### config.mk
export PLATFORM = sky130hd
export DESIGN_NAME = usart_clkgen
export DESIGN_NICKNAME = d
export VERILOG_FILES = /design/src/rtl/usart_clkgen_pkg.sv /design/src/rtl/usart_baud_counter.sv /design/src/rtl/usart_tx_divider.sv /design/src/rtl/usart_ext_clk_sync.sv /design/src/rtl/usart_clkgen.sv
export SDC_FILE = /design/constraint.sdc
export NUM_CORES = 1
export LEC_CHECK = 0
export ABC_AREA = 1
export BUFFER_PORTS_ARGS = -buffer_cell sky130_fd_sc_hd__buf_2
export CORE_AREA = 2 2 62 64
export DETAILED_ROUTE_END_ITERATION = 8
export DIE_AREA = 0 0 64 66
export SETUP_SLACK_MARGIN = 0.15
export SLEW_MARGIN = 20
export SYNTH_ARGS = -nofsm -noshare
export SYNTH_HDL_FRONTEND = slang
export SYNTH_SLANG_ARGS = --single-unit
### constraint.sdc
create_clock -name clk -period 2.2 [get_ports clk]
set_input_delay 0.22 -clock clk [delete_from_list [all_inputs] [get_ports clk]]
set_output_delay 0.22 -clock clk [all_outputs]
set_load 0.005 [all_outputs]
### src/rtl/usart_clkgen_pkg.sv
// Package: shared mode encoding for the serial clock generator.
package usart_clkgen_pkg;
    typedef enum logic [1:0] {
        CM_ASYNC_NORM  = 2'd0,
        CM_ASYNC_DBL   = 2'd1,
        CM_SYNC_MASTER = 2'd2,
        CM_SYNC_SLAVE  = 2'd3
    } clk_mode_e;
endpackage

### src/rtl/usart_baud_counter.sv
// Module: usart_baud_counter
// Holds the split divisor and runs a reload down-counter that emits one base
// strobe per divisor+1 cycles. A lower-byte write restarts the count with the
// staged upper part and the new lower byte.
// Assumes: hi and lo writes are not issued in the same cycle (if they are,
// the restart value uses the previous upper part).
module usart_baud_counter #(
    parameter int HI_W = 4,
    parameter int LO_W = 8
) (
    input  logic            clk,
    input  logic            rst_n,
    input  logic            hi_wr,
    input  logic [HI_W-1:0] hi_data,
    input  logic            lo_wr,
    input  logic [LO_W-1:0] lo_data,
    output logic            base_tick
);
    localparam int DIV_W = HI_W + LO_W;

    logic [DIV_W-1:0] div_q;
    logic [DIV_W-1:0] cnt_q;
    logic [DIV_W-1:0] restart_val;

    assign restart_val = {div_q[DIV_W-1:LO_W], lo_data};

    // Divisor storage: each half is captured on its own strobe.
    always_ff @(posedge clk) begin
        if (!rst_n) begin
            div_q <= '0;
        end else begin
            if (hi_wr) div_q[DIV_W-1:LO_W] <= hi_data;
            if (lo_wr) div_q[LO_W-1:0]     <= lo_data;
        end
    end

    // Down-counter: restart on lower write, reload at zero, otherwise decrement.
    always_ff @(posedge clk) begin
        if (!rst_n)             cnt_q <= '0;
        else if (lo_wr)         cnt_q <= restart_val;
        else if (cnt_q == '0)   cnt_q <= div_q;
        else                    cnt_q <= cnt_q - 1'b1;
    end

    // Base strobe: counter at zero and not being restarted this cycle.
    assign base_tick = rst_n & ~lo_wr & (cnt_q == '0);

    p_count_down_r2: assert property (@(posedge clk) disable iff (!rst_n)
        (!lo_wr && cnt_q != '0) |=> cnt_q == $past(cnt_q) - 1'b1);

    p_reload_at_zero_r4: assert property (@(posedge clk) disable iff (!rst_n)
        (!lo_wr && cnt_q == '0) |=> cnt_q == $past(div_q));

    p_lo_write_restart_r3: assert property (@(posedge clk) disable iff (!rst_n)
        lo_wr |=> cnt_q == {$past(div_q[DIV_W-1:LO_W]), $past(lo_data)});
endmodule

### src/rtl/usart_tx_divider.sv
// Module: usart_tx_divider
// Free-running /2, /4, /2 chain advanced by the base strobe. It gives the /2,
// /8 and /16 strobes and the level of the first stage (for the clock output).
// Assumes: base_tick is a one-cycle strobe; stages never restart except on reset.
module usart_tx_divider #(
    parameter int MID_W = 2
) (
    input  logic clk,
    input  logic rst_n,
    input  logic base_tick,
    output logic half_lvl,
    output logic tick_div2,
    output logic tick_div8,
    output logic tick_div16
);
    localparam logic [MID_W-1:0] MID_LAST = '1;

    logic             first_q;
    logic [MID_W-1:0] mid_q;
    logic             last_q;

    assign tick_div2  = base_tick & first_q;
    assign tick_div8  = tick_div2 & (mid_q == MID_LAST);
    assign tick_div16 = tick_div8 & last_q;
    assign half_lvl   = first_q;

    // First /2 stage: toggles on every base strobe.
    always_ff @(posedge clk) begin
        if (!rst_n)         first_q <= 1'b0;
        else if (base_tick) first_q <= ~first_q;
    end

    // Middle /4 stage: counts /2 strobes.
    always_ff @(posedge clk) begin
        if (!rst_n)         mid_q <= '0;
        else if (tick_div2) mid_q <= mid_q + 1'b1;
    end

    // Last /2 stage: toggles on every /8 strobe.
    always_ff @(posedge clk) begin
        if (!rst_n)         last_q <= 1'b0;
        else if (tick_div8) last_q <= ~last_q;
    end

    p_first_toggles_r7: assert property (@(posedge clk) disable iff (!rst_n)
        base_tick |=> first_q != $past(first_q));

    p_mid_holds_r5: assert property (@(posedge clk) disable iff (!rst_n)
        !tick_div2 |=> $stable(mid_q));
endmodule

### src/rtl/usart_ext_clk_sync.sv
// Module: usart_ext_clk_sync
// Brings an asynchronous external clock into the system clock domain through a
// flip-flop chain, then flags the chosen edge for one cycle.
// Assumes: external clock high and low phases each last over STAGES+1 cycles.
module usart_ext_clk_sync #(
    parameter int STAGES = 2
) (
    input  logic clk,
    input  logic rst_n,
    input  logic ext_clk,
    input  logic fall_sel,
    output logic edge_tick
);
    logic [STAGES-1:0] sync_q;
    logic              prev_q;
    logic              cur;

    assign cur = sync_q[STAGES-1];

    // Synchroniser chain plus the edge-history flop.
    always_ff @(posedge clk) begin
        if (!rst_n) begin
            sync_q <= '0;
            prev_q <= 1'b0;
        end else begin
            sync_q <= {sync_q[STAGES-2:0], ext_clk};
            prev_q <= cur;
        end
    end

    // Edge select: rising when fall_sel is 0, falling when 1.
    assign edge_tick = fall_sel ? (prev_q & ~cur) : (cur & ~prev_q);

    p_edge_single_r8: assert property (@(posedge clk) disable iff (!rst_n)
        edge_tick ##1 $stable(fall_sel) |-> !edge_tick);
endmodule

### src/rtl/usart_clkgen.sv
// Module: usart_clkgen (top)
// Baud and bit-clock generator: the base strobe feeds the receiver directly.
// The transmit strobe is picked by mode from the divider chain or the
// synchronised external clock.
// Assumes: mode inputs are quasi-static; changes take effect in the same cycle.
module usart_clkgen
    import usart_clkgen_pkg::*;
#(
    parameter int HI_W        = 4,
    parameter int LO_W        = 8,
    parameter int SYNC_STAGES = 2
) (
    input  logic            clk,
    input  logic            rst_n,
    input  logic            div_hi_wr,
    input  logic [HI_W-1:0] div_hi_data,
    input  logic            div_lo_wr,
    input  logic [LO_W-1:0] div_lo_data,
    input  logic            sync_mode,
    input  logic            dbl_speed,
    input  logic            clk_dir_out,
    input  logic            clk_pol,
    input  logic            ext_clk_in,
    output logic            ser_clk_out,
    output logic            tx_tick,
    output logic            rx_tick
);
    clk_mode_e mode;
    logic      base_tick;
    logic      half_lvl;
    logic      t2, t8, t16;
    logic      ext_tick;

    // Mode decode: the direction bit only matters in synchronous mode.
    always_comb begin
        if (!sync_mode) mode = dbl_speed ? CM_ASYNC_DBL : CM_ASYNC_NORM;
        else            mode = clk_dir_out ? CM_SYNC_MASTER : CM_SYNC_SLAVE;
    end

    usart_baud_counter #(.HI_W(HI_W), .LO_W(LO_W)) i_cnt (
        .clk(clk), .rst_n(rst_n),
        .hi_wr(div_hi_wr), .hi_data(div_hi_data),
        .lo_wr(div_lo_wr), .lo_data(div_lo_data),
        .base_tick(base_tick)
    );

    usart_tx_divider #(.MID_W(2)) i_div (
        .clk(clk), .rst_n(rst_n), .base_tick(base_tick),
        .half_lvl(half_lvl), .tick_div2(t2), .tick_div8(t8), .tick_div16(t16)
    );

    usart_ext_clk_sync #(.STAGES(SYNC_STAGES)) i_sync (
        .clk(clk), .rst_n(rst_n), .ext_clk(ext_clk_in),
        .fall_sel(clk_pol), .edge_tick(ext_tick)
    );

    // Transmit strobe source selection by mode.
    always_comb begin
        unique case (mode)
            CM_ASYNC_NORM:  tx_tick = t16;
            CM_ASYNC_DBL:   tx_tick = t8;
            CM_SYNC_MASTER: tx_tick = t2;
            default:        tx_tick = ext_tick;
        endcase
    end

    assign rx_tick     = base_tick;
    assign ser_clk_out = (mode == CM_SYNC_MASTER) ? half_lvl : 1'b0;

    p_tx_on_base_r5: assert property (@(posedge clk) disable iff (!rst_n)
        (mode != CM_SYNC_SLAVE && tx_tick) |-> rx_tick);

    p_master_clk_moves_r7: assert property (@(posedge clk) disable iff (!rst_n)
        (mode == CM_SYNC_MASTER && rx_tick) ##1 (mode == CM_SYNC_MASTER)
            |-> ser_clk_out != $past(ser_clk_out));
endmodule

==> impl_summary.log <==
[metrics] result of the run: finished, final reports clean
[metrics] unrepaired setup endpoints after global routing: no
[metrics] routed wire length: 2920 um
[metrics] share of post-route cells with drive strength above 1: 22.8%
[metrics] area share of xor/xnor cells in the synthesized design: 1.69%
[metrics] GR Util All Layers: 16.0%
[metrics] worst-case clock skew: 0.00616 ns
[metrics] post-synthesis to final-layout area growth: 14.7%
[metrics] worst setup slack before clock tree synthesis: 0.702 ns
[metrics] adder-cell share of the synthesized area: 2.41%
[metrics] # nets final: 260
[metrics] dominant combinational cell family by area after synthesis: simple AND/OR/NAND/NOR gates
[metrics] instance count of the mapped netlist: 208
[metrics] Initial Utilization: 43.9%
[metrics] Max-Cap Viols: 0
[metrics] synthesized-area fraction occupied by ao, oa, aoi and oai cells: 11.6%
[metrics] R2R Setup Slk: 0.72 ns
[metrics] worst-case setup margin in the final layout: 0.360 ns
[metrics] Port-buffer cells: 23
[metrics] via count of the first global-routing pass: 1,191
[metrics] Clock Tree Buf Depth: 2
[metrics] number of levels the H-tree was split into: 2
[metrics] Setup violations, final: 0
[metrics] hold_ws: 0.0653 ns
[metrics] Boundary Pins: 24
[metrics] Worst-Skew Late Latency: 0.33 ns
[metrics] Main synth FF type: dfxtp_1
[metrics] post-synthesis cell type count: 29
[metrics] share of power burned in the clock network: 25.9%
[metrics] Setup Buffers After CTS: 0
[metrics] number of filler instances in the final layout: 353
[metrics] clock slew at reported path FFs: 0.09 ns
[metrics] final routed DRC violation total: 0
[metrics] largest cells by area after synthesis: dfxtp_1 40%, nand2_1 12%, inv_1 6.7%
[metrics] post-detailed-route wirelength per cell: 10.2 um
[metrics] core area: 3550 um2
[metrics] proportion of register bits with asynchronous set or reset after synthesis: 0%
[metrics] Cells on Worst Hold Path: 3
[metrics] Int Power: 961 uW
[metrics] R2R depth: 8
[metrics] top cell type's share of synthesized area: 39.8%
[metrics] CP endpoint kind: output port
[metrics] share of total power consumed by net switching: 34.0%
[metrics] simple-gate share of the synthesized area: 35.6%
[metrics] Hold Crit Class: input pin to flip-flop
[metrics] global-route wire length before repair: 5090 um
[metrics] DRC violation total after the first TritonRoute iteration: 37
[metrics] final hold violation count: 0
[metrics] number of nets produced by synthesis: 232
[metrics] fraction of power consumed by sequential logic: 45.3%
[metrics] cell area after synthesis: 1560 um2
[metrics] static leakage: 0.907 nW
[metrics] kind of critical path: flip-flop to output port
[metrics] arrival time of the worst setup path: 1.62 ns
[metrics] origin of the worst min-delay path: ext_clk_in
[metrics] proportion of synthesized area in mux cells: 0%
[metrics] power density over cell area: 814 nW/um2
[metrics] width of the die: 64 um
[metrics] Critical Path RT: 1.98 ns
[metrics] die area: 4220 um2
[metrics] gp weighted congestion: 0.757
[metrics] Inserted Clock Buffers: 5
[metrics] Max-Slew Margin vs Limit: 79.9%
[metrics] Tcrit/Tclk final: 83.6%
[metrics] Startpoint Class: flip-flop
[metrics] final antenna-violating net count: 0
[metrics] ratio of routed vias to standard cells: 4.62
[metrics] GRT overflow: 0
[metrics] die height: 66 um
[metrics] largest area contributor in the netlist: dfxtp_1
[metrics] count of flip-flops with a built-in enable after synthesis: 0
[metrics] hpwl dp: 2220 um
[metrics] worst min-delay path endpoint: i_sync.sync_q[0]$_SDFF_PN0_
[metrics] post-layout utilization of the core: 50.4%
[metrics] antenna cell count: 0
[metrics] endpoint of the worst register-to-register path: i_cnt.cnt_q[11]$_SDFF_PN0_
[metrics] number of warnings issued by yosys: 0
[metrics] sink count of the clock tree: 31
[metrics] worst-path maximum fanout: 4
[metrics] CTS tree: built
[metrics] RR Startpoint: i_cnt.cnt_q[0]$_SDFF_PN0_
[metrics] register area share after synthesis: 39.8%
[metrics] clock root cell: clkbuf_4
[metrics] combinational power share: 28.9%
[metrics] routed via count: 1,316
[metrics] maximum vdd drop: 0.468 mV
[metrics] worst-margin pin slew: 0.301 ns
[metrics] largest net degree at the start of global routing: 17
[metrics] length of the first detailed-routing pass in iterations: 4
[metrics] minimum clock period: 1.84 ns
[metrics] FP Rows: 22
[metrics] achievable frequency: 0.543 GHz
[metrics] sum of negative setup slack: 0 ns
[metrics] post-synthesis sequential element count: 31
[metrics] number of antenna violations at the first check in global routing: 0
[metrics] mean area per synthesized cell: 7.50 um2
[metrics] max-slew violation count: 0
[metrics] net switching power: 495 uW
==> placed cells by master, fill, tap and decap left out <==
cell type / count
o21ai_0: 14
ha_1: 3
nor2_4: 4
inv_2: 2
nand4_1: 2
inv_1: 28
a22oi_1: 2
nand2_1: 48
dfxtp_1: 31
clkbuf_8: 2
and3_1: 1
nor2_1: 24
xor2_1: 1
nand4_4: 1
clkbuf_4: 5
nand2_4: 2
buf_4: 1
o211ai_1: 3
nor3_1: 2
nor3_2: 1
nand2_2: 4
nor2_2: 5
buf_2: 23
a21oi_1: 8
nand3_4: 2
xnor2_1: 2
nor2_8: 1
a22oi_2: 1
clkbuf_1: 1
a21boi_1: 2
nand3_1: 10
o21ai_1: 1
==> area by class of cell <==
cell class	count	area [um2]	area share, %
clock buffers	8	68.8	3.85
inverters	30	113	6.30
multi-input cells	144	803	44.9
flip-flops and latches	31	621	34.7
well taps	48	60.1	3.36
repair buffers	24	123	6.86
==> cell usage after synthesis (2+ instances only) <==
master and instances:
nand2_1 48, nand3_4 2, nor3_1 2, a21boi_1 2, dfxtp_1 31, nand4_1 2, xnor2_1 2, nand3_1 10
nor2_1 24, nand2_2 4, ha_1 3, o21ai_0 14, nor2_2 6, a21oi_1 8, nand2_4 2, inv_1 28
o211ai_1 3, nor2_4 3, a22oi_1 2, buf_6 2, inv_2 2
==> power by group through the flow <==
stage          clock [mW]  sequential (mW)  combinational [mW]
2_1_floorplan           0            0.666               0.345
3_3_place_gp            0            0.673               0.421
6_report            0.377            0.659               0.420
3_5_place_dp            0            0.673               0.423
4_1_cts             0.384            0.660               0.426
5_1_grt             0.419            0.669               0.479
==> routing by layer <==
layer	vias up	track usage (%)	wire, um
met2	17	24.7	1310
li1	715	-	-
met5	-	0	0
met3	2	7.16	130
met1	582	19.3	1450
met4	0	6.52	25
==> cells by family (layout without fill, tap and decap cells) <==
logic type / after synthesis / count (layout)
fa+ha+maj: 3 / 3
simple gates: 107 / 107
buf+inv: 33 / 62
compound gates: 31 / 31
flops: 31 / 31
xor+xnor: 3 / 3
==> per-stage QoR <==
step                      instance area (um2)  power [mW]  std cells
after floorplan                          1560        1.01        208
after global placement                   1710        1.09        277
after detailed placement                 1710        1.10        277
after CTS                                1780        1.47        285
after global routing                     1790        1.57        285
final                                    1790        1.46        285
==> how the worst max path moves through the flow <==
stage	endpoint	startpoint	cells past startpoint	slack, ns
after floorplan	i_cnt.cnt_q[11]$_SDFF_PN0_	i_cnt.cnt_q[0]$_SDFF_PN0_	8	0.86
after global placement	tx_tick	i_cnt.cnt_q[0]$_SDFF_PN0_	9	0.72
after detailed placement	tx_tick	rst_n	8	0.70
after CTS	tx_tick	i_cnt.cnt_q[0]$_SDFF_PN0_	9	0.33
after global routing	tx_tick	i_cnt.cnt_q[0]$_SDFF_PN0_	9	0.17
final	tx_tick	i_cnt.cnt_q[0]$_SDFF_PN0_	9	0.36
==> sequential cells by signal (all words and copies together), names as in the netlist <==
register and count:
i_cnt.div_q 12, i_sync.prev_q 1, i_div.mid_q 2, i_div.half_lvl 1, i_cnt.cnt_q 12, i_sync.sync_q 2, i_div.last_q 1
==> timing repair <==
action,CTS,global route
endpoints found under the setup margin,0,1
resized for setup,0,1
hold buffers,0,0
==> worst max-delay path, stage by stage (launching register included) <==
cell     delay (ns)
dfxtp_1        0.32
inv_1          0.09
ha_1           0.19
nand2_2        0.07
nor2_4         0.13
nand4_4        0.11
nor2_4         0.13
nand3_1        0.08
nand3_1        0.08
buf_2          0.11
No activity file was read; power rests on OpenSTA's default activity.
